==> config.mk <==
export PLATFORM = sky130hd
export DESIGN_NAME = spi_tx_eot_ctrl
export DESIGN_NICKNAME = d
export VERILOG_FILES = /design/src/rtl/spi_eot_pkg.sv /design/src/rtl/spi_txq.sv /design/src/rtl/spi_frame_shifter.sv /design/src/rtl/spi_eot_status.sv /design/src/rtl/spi_tx_eot_ctrl.sv
export SDC_FILE = /design/constraint.sdc
export NUM_CORES = 1
export LEC_CHECK = 0
export BUFFER_PORTS_ARGS = -buffer_cell sky130_fd_sc_hd__buf_2
export CAP_MARGIN = 20
export CORE_ASPECT_RATIO = 0.5
export CORE_MARGIN = 2
export CORE_UTILIZATION = 40
export DETAILED_ROUTE_END_ITERATION = 8
export PLACE_DENSITY_LB_ADDON = 0.3
export SLEW_MARGIN = 20
export SYNTH_ARGS = -nofsm -noshare
export SYNTH_HDL_FRONTEND = slang
export SYNTH_SLANG_ARGS = --single-unit
==> constraint.sdc <==
create_clock -name clk -period 3.8 [get_ports clk]
set_input_delay 0.19 -clock clk [delete_from_list [all_inputs] [get_ports clk]]
set_output_delay 0.19 -clock clk [all_outputs]
set_load 0.1 [all_outputs]
==> src/rtl/spi_eot_pkg.sv <==
package spi_eot_pkg;

    localparam int CLR_EOT  = 0;
    localparam int CLR_SUSP = 1;
    localparam int CLR_OVR  = 2;
    localparam int CLR_W    = 3;

    typedef struct packed {
        logic ovr;
        logic susp;
        logic eot;
    } evt_flags_t;

    typedef struct packed {
        logic [3:0] len_m1;
        logic [2:0] baud;
    } frame_cfg_t;

    // Terminal count of the half-period divider for a baud select value.
    function automatic logic [7:0] half_m1(input logic [2:0] b);
        return (8'd1 << b) - 8'd1;
    endfunction

endpackage

==> src/rtl/spi_txq.sv <==
module spi_txq #(
    parameter int DEPTH = 4,
    parameter int DW    = 16,
    localparam int AW   = (DEPTH > 1) ? $clog2(DEPTH) : 1,
    localparam int CW   = $clog2(DEPTH + 1)
) (
    input  logic          clk,
    input  logic          rst,
    input  logic          flush,
    input  logic          push,
    input  logic [DW-1:0] din,
    input  logic          pop,
    output logic [DW-1:0] head,
    output logic [CW-1:0] count
);
    logic [DW-1:0] mem [DEPTH];
    logic [AW-1:0] wp, rp;

    function automatic logic [AW-1:0] nxt(input logic [AW-1:0] p);
        return (p == AW'(DEPTH - 1)) ? '0 : p + AW'(1);
    endfunction

    always_ff @(posedge clk) begin
        if (rst || flush) begin
            wp    <= '0;
            rp    <= '0;
            count <= '0;
        end else begin
            if (push) wp <= nxt(wp);
            if (pop)  rp <= nxt(rp);
            count <= count + CW'(push) - CW'(pop);
        end
    end

    always_ff @(posedge clk) begin
        if (push && !flush) mem[wp] <= din;
    end

    assign head = mem[rp];

    p_push_room_r9: assert property (@(posedge clk) disable iff (rst)
        push |-> (count < CW'(DEPTH)));
    p_no_overflow_r9: assert property (@(posedge clk) disable iff (rst)
        count <= CW'(DEPTH));
endmodule

==> src/rtl/spi_frame_shifter.sv <==
module spi_frame_shifter
    import spi_eot_pkg::*;
#(
    parameter int DW = 16,
    localparam int LW = $clog2(DW)
) (
    input  logic          clk,
    input  logic          rst,
    input  logic          abort,
    input  logic          load,
    input  logic [DW-1:0] din,
    input  logic [LW-1:0] len_m1,
    input  logic [2:0]    baud,
    output logic          busy,
    output logic          done,
    output logic          sck,
    output logic          mosi
);
    logic [DW-1:0] sh;
    logic [LW-1:0] bits;
    logic [7:0]    div;
    logic          tick;

    assign tick = (div == half_m1(baud));

    always_ff @(posedge clk) begin
        if (rst || abort) begin
            busy <= 1'b0;
            sck  <= 1'b0;
            sh   <= '0;
            bits <= '0;
            div  <= '0;
        end else if (busy) begin
            if (tick) begin
                div <= '0;
                if (!sck) begin
                    sck <= 1'b1;
                end else begin
                    sck <= 1'b0;
                    sh  <= sh << 1;
                    if (bits == '0) busy <= 1'b0;
                    else            bits <= bits - LW'(1);
                end
            end else begin
                div <= div + 8'd1;
            end
        end else if (load) begin
            busy <= 1'b1;
            sh   <= din << (LW'(DW - 1) - len_m1);
            bits <= len_m1;
            div  <= '0;
            sck  <= 1'b0;
        end
    end

    assign done = busy && tick && sck && (bits == '0);
    assign mosi = busy & sh[DW-1];

    p_sck_idle_low_r8: assert property (@(posedge clk) disable iff (rst)
        !busy |-> !sck);
    p_mosi_hold_rise_r8: assert property (@(posedge clk) disable iff (rst || abort)
        $rose(sck) |-> $stable(mosi));
endmodule

==> src/rtl/spi_eot_status.sv <==
module spi_eot_status
    import spi_eot_pkg::*;
#(
    parameter int SW = 16
) (
    input  logic             clk,
    input  logic             rst,
    input  logic             en,
    input  logic [SW-1:0]    tsize,
    input  logic             frame_done,
    input  logic             wr_accept,
    input  logic             suspend_take,
    input  logic             ovr_set,
    input  logic             clr_we,
    input  logic [CLR_W-1:0] clr_bits,
    input  logic             fifo_empty,
    input  logic             shifter_busy,
    output logic [SW-1:0]    cur_size,
    output logic             capped,
    output logic             eot_set,
    output evt_flags_t       flags,
    output logic             txc,
    output logic             txtf
);
    logic [SW-1:0] ts_q, wcnt_q;
    logic          sized;
    evt_flags_t    clr;

    assign sized   = (ts_q != '0);
    assign capped  = sized && (wcnt_q >= ts_q);
    assign eot_set = sized && frame_done && (cur_size == SW'(1));
    assign clr     = clr_we ? evt_flags_t'(clr_bits) : '0;

    always_ff @(posedge clk) begin
        if (rst) begin
            ts_q     <= '0;
            cur_size <= '0;
            wcnt_q   <= '0;
            flags    <= '0;
        end else if (!en) begin
            ts_q     <= tsize;
            cur_size <= tsize;
            wcnt_q   <= '0;
            flags    <= '0;
        end else begin
            if (sized && frame_done) cur_size <= cur_size - SW'(1);
            if (wr_accept)           wcnt_q   <= wcnt_q + SW'(1);
            flags.eot  <= eot_set      | (flags.eot  & ~clr.eot);
            flags.susp <= suspend_take | (flags.susp & ~clr.susp);
            flags.ovr  <= ovr_set      | (flags.ovr  & ~clr.ovr);
        end
    end

    assign txc  = en && (sized ? (cur_size == '0) : (fifo_empty && !shifter_busy));
    assign txtf = en && capped;

    p_eot_at_zero_r6: assert property (@(posedge clk) disable iff (rst)
        $rose(flags.eot) |-> (cur_size == '0));
    p_size_held_r5: assert property (@(posedge clk) disable iff (rst)
        (en && $past(en)) |-> $stable(ts_q));
    p_txc_fall_r2: assert property (@(posedge clk) disable iff (rst)
        (en && $past(en) && !sized && $fell(txc)) |-> $past(wr_accept));
endmodule

==> src/rtl/spi_tx_eot_ctrl.sv <==
module spi_tx_eot_ctrl
    import spi_eot_pkg::*;
#(
    parameter int DW    = 16,
    parameter int DEPTH = 4,
    parameter int SW    = 16,
    parameter int LW    = $clog2(DW)
) (
    input  logic             clk,
    input  logic             rst,
    input  logic             en,
    input  logic             start_cmd,
    input  logic             susp_cmd,
    input  logic             wr_valid,
    input  logic [DW-1:0]    wr_data,
    input  logic             clr_we,
    input  logic [CLR_W-1:0] clr_bits,
    input  logic             eot_ie,
    input  logic [SW-1:0]    tsize,
    input  logic [LW-1:0]    frame_len_m1,
    input  logic [2:0]       baud_sel,
    output logic             sck,
    output logic             mosi,
    output logic [SW-1:0]    cur_size,
    output logic             txc,
    output logic             eot,
    output logic             susp,
    output logic             txtf,
    output logic             txp,
    output logic             ovr,
    output logic             irq
);
    localparam int CW = $clog2(DEPTH + 1);

    logic [LW-1:0] len_q;
    logic [2:0]    baud_q;
    logic          running_q, spend_q;
    logic [DW-1:0] head;
    logic [CW-1:0] count;
    logic          full, empty, busy, done, capped, eot_set;
    logic          load, suspend_take, wr_accept, ovr_set;
    evt_flags_t    flags;

    assign full         = (count == CW'(DEPTH));
    assign empty        = (count == '0);
    assign load         = en && running_q && !spend_q && !busy && !empty;
    assign suspend_take = en && spend_q && !busy;
    assign wr_accept    = en && wr_valid && !capped && !full;
    assign ovr_set      = en && wr_valid && !capped && full;

    always_ff @(posedge clk) begin
        if (rst) begin
            len_q  <= '0;
            baud_q <= '0;
        end else if (!en) begin
            len_q  <= frame_len_m1;
            baud_q <= baud_sel;
        end
    end

    always_ff @(posedge clk) begin
        if (rst || !en) begin
            running_q <= 1'b0;
            spend_q   <= 1'b0;
        end else begin
            if (eot_set || suspend_take) running_q <= 1'b0;
            else if (start_cmd)          running_q <= 1'b1;
            if (suspend_take)                spend_q <= 1'b0;
            else if (susp_cmd && running_q)  spend_q <= 1'b1;
        end
    end

    spi_txq #(.DEPTH(DEPTH), .DW(DW)) u_q (
        .clk(clk), .rst(rst), .flush(!en), .push(wr_accept), .din(wr_data),
        .pop(load), .head(head), .count(count)
    );

    spi_frame_shifter #(.DW(DW)) u_sh (
        .clk(clk), .rst(rst), .abort(!en), .load(load), .din(head),
        .len_m1(len_q), .baud(baud_q), .busy(busy), .done(done),
        .sck(sck), .mosi(mosi)
    );

    spi_eot_status #(.SW(SW)) u_st (
        .clk(clk), .rst(rst), .en(en), .tsize(tsize), .frame_done(done),
        .wr_accept(wr_accept), .suspend_take(suspend_take), .ovr_set(ovr_set),
        .clr_we(clr_we), .clr_bits(clr_bits), .fifo_empty(empty),
        .shifter_busy(busy), .cur_size(cur_size), .capped(capped),
        .eot_set(eot_set), .flags(flags), .txc(txc), .txtf(txtf)
    );

    assign eot  = flags.eot;
    assign susp = flags.susp;
    assign ovr  = flags.ovr;
    assign txp  = en && !full;
    assign irq  = eot_ie && (txc || eot || susp);

    p_susp_boundary_r7: assert property (@(posedge clk) disable iff (rst)
        $rose(susp) |-> !busy);
endmodule

==> results of run 1 <==
## layout make-up
class | instances | share of cell area (%)
clock buffers | 22 | 5.14
clock inverters | 10 | 1.16
inverters | 39 | 1.46
multi-input cells | 606 | 41.9
flip-flops and latches | 163 | 38.8
well taps | 273 | 3.40
repair buffers | 124 | 8.09
## layer usage
| metal | track usage [%] | vias up | wire length [um] |
|---|---|---|---|
| met5 | 0 | - | 0 |
| met4 | 6.28 | 0 | 339 |
| met2 | 29.5 | 206 | 9190 |
| li1 | - | 3391 | - |
| met1 | 26.9 | 3309 | 10200 |
| met3 | 4.75 | 25 | 1200 |
## Yosys cell counts, types with 5 or more instances
master / number
o21ai_0: 34
buf_1: 6
dfxtp_1: 99
nor2_1: 87
o22ai_1: 8
a311oi_1: 15
nor2b_1: 5
nor4_1: 14
mux2i_1: 45
xnor2_1: 11
a211oi_1: 11
nand2_1: 77
inv_1: 37
and3_1: 12
nand2b_1: 6
or2_2: 5
a21oi_1: 51
and2_1: 10
nor3_1: 14
o211ai_1: 7
or3_1: 9
mux4_2: 17
a31oi_1: 8
xor2_1: 9
or4_1: 8
mux2_2: 7
clkbuf_1: 45
nand3_1: 21
ha_1: 29
edfxtp_1: 64
or4_2: 5
o31ai_1: 14
nand4_1: 10
## power by group
| group | total (mW) | switching, mW | internal [mW] | leakage [nW] |
|---|---|---|---|---|
| logic | 0.519 | 0.340 | 0.179 | 2.02 |
| clock network | 1.82 | 0.719 | 1.10 | 0.315 |
| registers | 1.90 | 0.0424 | 1.86 | 1.39 |
## path summary, 6_finish.rpt
kind / cells past startpoint / start / end
setup reg to reg: 11 / baud_q[2] / u_st.cur_size[5]
hold reg to reg: 2 / u_sh.sh[10] / u_sh.sh[10]
hold / removal: 3 / tsize[11] / u_st.ts_q[11]
setup / recovery: 8 / u_st.cur_size[4] / irq
## kinds of logic after synthesis
logic type | Yosys count | share of synthesized area (%)
xor gates and xnor gates | 20 | 2.08
AOI/OAI and AO/OA | 191 | 15.0
buffers and inverters | 93 | 4.18
and+or+nand+nor | 296 | 17.2
muxes | 69 | 10.8
adders and majority gates | 30 | 4.54
DFF | 163 | 46.2
## timing repair
| item | in CTS | in global routing |
|---|---|---|
| resized for setup | 1 | 2 |
| hold buffers | 25 | 0 |
| endpoints found under the hold margin | 73 | 0 |
| gates cloned | 0 | 0 |
| setup endpoints to repair | 1 | 2 |
## sequential cells by signal, summed over array words and instances (netlist names), named ones only
register	count
u_q.mem	64
u_sh.sh	16
u_st.cur_size	16
u_st.ts_q	16
u_st.wcnt_q	16
u_sh.div	8
len_q	4
u_sh.bits	4
baud_q	3
u_q.count	3
u_st.flags	3
u_q.rp	2
u_q.wp	2
running_q	1
spend_q	1
u_sh.busy	1
u_sh.sck	1
## metrics by stage
step / instance area, um^2 / power (mW) / hold WS [ns] / utilization, %
after floorplan: 8450 / 2.29 / 0.289 / -
after global placement: 9160 / 2.43 / 0.402 / 44.5
after detailed placement: 9160 / 2.43 / 0.409 / 44.5
after CTS: 10000 / 4.28 / 0.00734 / 48.8
after global routing: 10100 / 4.41 / 0.0301 / 48.8
final: 10100 / 4.24 / 0.0215 / 48.8
## critical path, delay by kind of cell (launching register included)
kind,cells,cell delay (ns)
AND/OR/NAND/NOR,5,1.97
flip-flops,1,0.37
AO/OA/AOI/OAI,2,0.34
buffers and inverters,1,0.27
==> results.py, run 1 <==
metrics = {
    "critical_path": {
        "arrival_ns": 3.40,
        "critical_path.startpoint_type": "register",
        "crit_chain": "or4_4 > or3_4 > or3_4 > or3_4 > nor4_2 > o21a_2 > o31a_4 > buf_4",
        "crit_slowest_cell": "or4_4",
        "cpPeakStageDelay_ns": 0.56,
        "end_kind": "output port",
        "required_ns": 3.61,
        "worst-path-max-fanout": 8,
        "setup.worst_path.class": "register to output port",
        "critPathMostFrequentCell": "or3_4",
        "rrSetupSlack_ns": 0.35,
    },
    "grt": {
        "grt_use_total_pct": 19.3,
        "grt_pass1_vias": 6457,
        "overflow": 0,
        "grt_pass1_wl_um": 33700,
        "grt_max_degree": 60,
        "antenna_found_initial": 0,
    },
    "yosys": {
        "synth_top_cell_by_area": "dfxtp_1",
        "syn_avg_cell_area_um2": 9.79,
        "synth_edf_count": 64,
        "ys_seq_elements": 163,
        "synthesis.nets": 942,
        "yosysWarnings": 0,
        "ys.flop_type": "dfxtp_1",
        "synth_area_um2": 8440,
        "async_flop_share_pct": 0,
        "synth.distinct_cells": 65,
        "synth_top_cell_area_share_pct": 23.5,
        "synth_cells": 862,
        "synth-seq-area-share_pct": 46.2,
        "ys_top_cells_by_area": "dfxtp_1 (23%), edfxtp_1 (23%), mux2i_1 (5.3%), mux4_2 (4.5%), ha_1 (4.3%)",
    },
    "die": {
        "die_width_um": 209,
        "initial_core_util_pct": 41.0,
        "rows": 37,
        "ios": 75,
        "die_y_um": 107,
        "fp.coreArea_um2": 20600,
        "dieArea_um2": 22400,
    },
    "placed_design": {
        "gp_congestion": 0.887,
        "dp_cells": 1180,
        "post-dp-hpwl_um": 14600,
        "io_buffer_count": 74,
        "place_ws_ns": 0.396,
    },
    "detailed_routing": {
        "drtPass1Iterations": 5,
        "vias": 6931,
        "wire_per_inst_um": 17.0,
        "routed_wl_um": 21000,
        "ant_nets": 0,
        "vias_per_cell": 5.60,
        "initialDrtViolationCount": 600,
        "drc": 0,
    },
    "layout": {
        "final_common_cell": "dfxtp_1",
        "finalNonFillerCells": 1237,
        "antenna_cells": 0,
        "drive_above_1_share_pct": 18.3,
        "num-fill-cells": 1912,
        "regArea_um2": 3900,
        "layout_common_cells": "dfxtp_1 (99), nor2_1 (87), nand2_1 (77)",
        "multi_input_area_um2": 4220,
        "syn2layout_area_growth_pct": 19.1,
        "nNetsFinal": 1031,
    },
    "clocking": {
        "clk_pin_slew_ns": 0.06,
        "cts_buffers": 17,
        "clock-sinks": 163,
        "clock-root-buffer": "clkbuf_16",
        "clockBufferDepth": 2,
        "clk_latency_ns": 0.44,
        "h-tree-depth": 4,
        "cts_tree": "built",
        "post_cts_buffers": 0,
    },
    "timing": {
        "hold_violations": 0,
        "setup_slack_ns": 0.212,
        "relSlewSlack_pct": 42.0,
        "slew_viol_final": 0,
        "period_minus_slack_ns": 3.59,
        "setup_viol": 0,
        "max_slew.worst_pin.slew_ns": 0.868,
        "period_share_pct": 94.4,
        "tns_ns": 0,
        "skew_ns": 0.0102,
        "rsz0062_at_grt": "false",
        "fmax_ghz": 0.279,
    },
    "power": {
        "p_leak_nw": 3.72,
        "irDropWorstVdd_v": 0.000271,
        "p_per_area_nw_per_um2": 422,
    },
    "flow_run": {
        "drv_cap": 0,
    },
    "run_status": {
        "outcome": "completed",
    },
    "worst_hold_path": {
        "hold_class": "input port to register",
    },
}
(Power assumes the default switching activity.)
==> run 2, diff against run 1 <==
BUFFER_PORTS_ARGS = -buffer_cell sky130_fd_sc_hd__clkbuf_2   (was -buffer_cell sky130_fd_sc_hd__buf_2)
clock period = 3.91 ns   (was 3.8 ns; I/O delays follow)
==> run 2 against run 1 <==
  * Sequential cell count unchanged
  * Cell area decreased by 0.63%
  * Routed wire length decreased by 3.0%
  * Register-to-register slack improved by 0.11 ns
  * Final cell count unchanged
  * Largest cell class unchanged
  * Largest power group unchanged
==> results.py, run 2 (synthesis gave the netlist of run 1 again) <==
metrics = {
    "run_status": {
        "outcome": "completed",
    },
    "clocking": {
        "post_cts_buffers": 0,
        "cts_tree": "built",
        "clk_latency_ns": 0.44,
        "clockBufferDepth": 2,
        "clock-root-buffer": "clkbuf_16",
        "cts_buffers": 17,
        "clk_pin_slew_ns": 0.07,
        "clock-sinks": 163,
        "h-tree-depth": 4,
    },
    "placed_design": {
        "post-dp-hpwl_um": 14300,
        "placed_area_um2": 9170,
        "io_buffer_count": 74,
        "gp_congestion": 0.897,
    },
    "critical_path": {
        "required_ns": 3.71,
        "regToRegEndpoint": "u_st.cur_size[5]",
        "critical_path.startpoint_type": "register",
        "rrSetupSlack_ns": 0.46,
        "worst-path-max-fanout": 8,
        "arrival_ns": 3.57,
        "worstReg2RegStart": "baud_q[2]",
        "reg2reg_depth": 11,
        "setup.worst_path.class": "register to output port",
        "end_kind": "output port",
    },
    "layout": {
        "num-fill-cells": 1920,
        "final_area_um2": 9990,
        "largest_reg_flops": 64,
        "syn2layout_area_growth_pct": 18.3,
        "final_common_cell": "dfxtp_1",
        "layout_common_cells": "dfxtp_1 (99), nor2_1 (87), nand2_1 (77)",
        "nNetsFinal": 1031,
        "regMostFlops": "u_q.mem",
        "fin_util_pct": 48.5,
        "drive_above_1_share_pct": 18.5,
        "antenna_cells": 0,
    },
    "detailed_routing": {
        "wl_met2_um": 9010,
        "drtPass1Iterations": 8,
        "drc": 0,
        "routed_wl_um": 20300,
        "drt-met1-wl_um": 10100,
        "wl_met3_um": 928,
        "vias": 6941,
        "wire_per_inst_um": 16.4,
        "ant_nets": 0,
        "initialDrtViolationCount": 443,
        "top_layer_used": "met4",
        "vias_per_cell": 5.61,
    },
    "grt": {
        "grt_max_degree": 60,
        "grt_use_total_pct": 18.6,
        "grt_pass1_wl_um": 32800,
        "antenna_found_initial": 0,
        "overflow": 0,
        "grt_pass1_vias": 6337,
    },
    "timing": {
        "hold_violations": 0,
        "rsz0062_at_grt": "false",
        "skew_ns": 0.00879,
        "slew_viol_final": 0,
        "relSlewSlack_pct": 43.9,
        "period_minus_slack_ns": 3.76,
        "tns_ns": 0,
        "period_share_pct": 96.2,
        "fmax_ghz": 0.266,
        "max_slew.worst_pin.slew_ns": 0.840,
        "whs_ns": 0.00948,
        "setup_viol": 0,
    },
    "worst_hold_path": {
        "hold_class": "input port to register",
        "hold-path-cell-count": 3,
        "min-delay-start": "frame_len_m1[0]",
        "hold_end": "len_q[0]",
    },
    "die": {
        "rows": 37,
        "die_width_um": 209,
        "initial_core_util_pct": 41.0,
        "dieArea_um2": 22400,
        "ios": 75,
        "fp.coreArea_um2": 20600,
        "die_y_um": 107,
    },
    "power": {
        "irDropWorstVdd_v": 0.000244,
        "p_leak_nw": 3.69,
        "p_per_area_nw_per_um2": 404,
    },
    "flow_run": {
        "drv_cap": 0,
    },
}
## run 2: cell count changes in the layout (fill, tap and decap cells not counted), sizes merged
cell	previous run	this run
inv	41	46
bufinv	2	1
dlygate4sd3	25	23
buf	98	28
clkbuf	23	90
clkinvlp	1	2
## run 2: worst max-delay path, stage by stage (launching register included)
cell and delay (ns):
dfxtp_1 0.37, or4_4 0.56, or3_4 0.36, or3_4 0.35, or3_4 0.36, nor4_1 0.47
o21a_2 0.23, o31a_2 0.12, clkbuf_4 0.31
## run 2: power by group
group	switching, mW	total (mW)	internal, mW
sequential	0.0411	1.85	1.81
clock	0.780	1.69	0.908
combinational	0.328	0.499	0.171
## run 2: how the worst max path moves through the flow
stage	start	end	slack, ns	depth (start not counted)
3_3_place_gp	u_st.cur_size[4]	irq	0.53	8
2_1_floorplan	u_st.cur_size[4]	irq	0.06	7
3_5_place_dp	u_st.cur_size[4]	irq	0.46	8
6_report	u_st.cur_size[4]	irq	0.15	8
5_1_grt	u_st.cur_size[4]	irq	0.009	8
4_1_cts	u_st.cur_size[4]	txc	0.09	7
## run 2: layer usage
metal	up-vias	GRT usage [%]
met4	0	6.43
met3	27	3.78
met2	172	28.4
li1	3390	-
met1	3352	26.4
met5	-	0
## run 2: per-stage QoR
stage	power (mW)	worst slack [ns]	cells
global route	4.18	0.00945	1237
global placement	2.35	0.532	1182
floorplan	2.23	0.0597	862
CTS	4.06	0.0905	1237
detailed placement	2.36	0.462	1182
finish	4.03	0.147	1237
## run 2: area by class of cell
cell class | instances | area (um^2) | share of cell area [%]
Clock inverter | 15 | 165 | 1.65
Sequential cell | 163 | 3900 | 39.1
Clock buffer | 17 | 425 | 4.26
Timing Repair Buffer | 124 | 806 | 8.07
Inverter | 39 | 146 | 1.47
Tap cell | 273 | 342 | 3.42
Multi-Input combinational cell | 606 | 4200 | 42.1
## run 2: what timing repair did
item	CTS	global route
setup endpoints to repair	1	1
hold buffers	23	0
endpoints found under the hold margin	71	0
resized for setup	1	1
==> run 3, diff against run 2 <==
CORE_UTILIZATION = 55   (was 40)
==> run 3 against run 2 <==
  * Critical path depth unchanged
  * Clock power is 11% higher
  * Sequential cell count unchanged
  * Sequential power about the same
  * Hold slack worse by 0.0059 ns
  * Largest power group is now the clock network
  * Highest routed layer unchanged
==> results.py, run 3 (synthesis gave the netlist of run 1 again) <==
metrics = {
    "detailed_routing": {
        "ant_nets": 0,
        "drc": 0,
        "vias_per_cell": 6.18,
        "vias": 7102,
        "wire_per_inst_um": 17.9,
        "routed_wl_um": 20600,
        "initialDrtViolationCount": 663,
        "drtPass1Iterations": 5,
    },
    "critical_path": {
        "arrival_ns": 3.59,
        "reg2reg_depth": 16,
        "rrSetupSlack_ns": 0.32,
        "setup.worst_path.class": "register to output port",
        "required_ns": 3.71,
        "worst-path-max-fanout": 8,
        "end_kind": "output port",
        "critical_path.startpoint_type": "register",
    },
    "power": {
        "irDropWorstVdd_v": 0.000339,
        "p_int_mw": 3.12,
        "p_leak_nw": 3.66,
        "p_sw_mw": 1.11,
        "p_per_area_nw_per_um2": 429,
        "power_frac_comb_pct": 11.7,
        "p_sw_share_pct": 26.3,
        "clock_power_share_pct": 44.5,
        "pwr-share-seq_pct": 43.8,
    },
    "die": {
        "dieArea_um2": 16400,
        "die_y_um": 91.6,
        "ios": 75,
        "die_width_um": 179,
        "fp.coreArea_um2": 14700,
        "rows": 31,
        "initial_core_util_pct": 57.3,
    },
    "worst_hold_path": {
        "hold-path-cell-count": 3,
        "hold_class": "input port to register",
    },
    "clocking": {
        "h-tree-depth": 4,
        "cts_buffers": 17,
        "post_cts_resized": 0,
        "clock-root-buffer": "clkbuf_16",
        "cts_tree": "built",
        "post_cts_buffers": 0,
        "clock-sinks": 163,
        "clk_latency_ns": 0.43,
        "clk_pin_slew_ns": 0.06,
        "clockBufferDepth": 2,
        "cts-hold-fix-buffers": 16,
    },
    "layout": {
        "multi_input_area_um2": 4200,
        "nNetsFinal": 1019,
        "fin_util_pct": 66.8,
        "final_common_cell": "dfxtp_1",
        "final_area_um2": 9850,
        "num-fill-cells": 1144,
        "regMostFlops": "u_q.mem",
        "drive_above_1_share_pct": 18.1,
        "syn2layout_area_growth_pct": 16.6,
        "layout_common_cells": "dfxtp_1 (99), nor2_1 (87), nand2_1 (77)",
        "antenna_cells": 0,
        "regArea_um2": 3900,
        "largest_reg_flops": 64,
    },
    "timing": {
        "period_minus_slack_ns": 3.78,
        "skew_ns": 0.0122,
        "setup_viol": 0,
        "whs_ns": 0.00361,
        "tns_ns": 0,
        "hold_violations": 0,
        "slew_viol_final": 0,
        "max_slew.worst_pin.slew_ns": 1.03,
        "fmax_ghz": 0.264,
        "period_share_pct": 96.7,
        "rsz0062_at_grt": "false",
        "relSlewSlack_pct": 30.9,
    },
    "grt": {
        "grt_pass1_vias": 6785,
        "grt_use_total_pct": 25.8,
        "grt_pass1_wl_um": 33200,
        "overflow": 0,
        "grt_max_degree": 60,
        "antenna_found_initial": 0,
    },
    "flow_run": {
        "drv_cap": 0,
    },
    "placed_design": {
        "post-dp-hpwl_um": 14100,
        "gp_congestion": 0.921,
        "io_buffer_count": 74,
        "placed_area_um2": 9030,
    },
    "run_status": {
        "outcome": "completed",
    },
}
[run 3: power by group through the flow]
stage | registers, mW | logic [mW] | clock network (mW)
6_report | 1.85 | 0.495 | 1.88
5_1_grt | 1.86 | 0.535 | 1.96
4_1_cts | 1.85 | 0.490 | 1.89
3_5_place_dp | 1.89 | 0.474 | 0
3_3_place_gp | 1.89 | 0.464 | 0
2_1_floorplan | 1.95 | 0.279 | 0
[run 3: path summary, 6_finish.rpt]
| check | from | end |
|---|---|---|
| hold / removal | baud_sel[1] | baud_q[1] |
| setup reg to reg | u_st.ts_q[13] | u_q.count[2] |
| setup / recovery | u_st.cur_size[4] | irq |
| hold reg to reg | u_st.flags[2] | u_st.flags[2] |
[run 3: per-layer routing]
layer | part of all wire (%) | track usage [%] | vias to the layer above
met5 | 0 | 0 | -
met4 | 2.6 | 10.4 | 0
met3 | 6.7 | 5.03 | 49
met2 | 47 | 42.0 | 299
met1 | 44 | 34.0 | 3392
li1 | - | - | 3362
[run 3: final cells by class]
type / count / share of cell area [%]
Sequential cell: 163 / 39.6
Inverter: 39 / 1.49
Multi-Input combinational cell: 606 / 42.7
Clock buffer: 18 / 4.36
Tap cell: 198 / 2.52
Clock inverter: 14 / 2.26
Timing Repair Buffer: 112 / 7.06
[run 3: critical path, cell delays in order (launching register included)]
cell and delay [ns]:
dfxtp_1 0.37, or4_4 0.58, or3_4 0.37, or3_4 0.36, or3_4 0.37, nor4_1 0.34
o21a_2 0.20, o31a_2 0.12, clkbuf_2 0.44
[run 3: metrics by stage]
stage | total power [mW] | std cells | setup WS [ns]
2_1_floorplan | 2.23 | 862 | 0.0597
3_3_place_gp | 2.35 | 1102 | 0.494
3_5_place_dp | 2.36 | 1102 | 0.301
4_1_cts | 4.23 | 1150 | 0.121
5_1_grt | 4.36 | 1150 | 0.0194
6_report | 4.23 | 1150 | 0.129
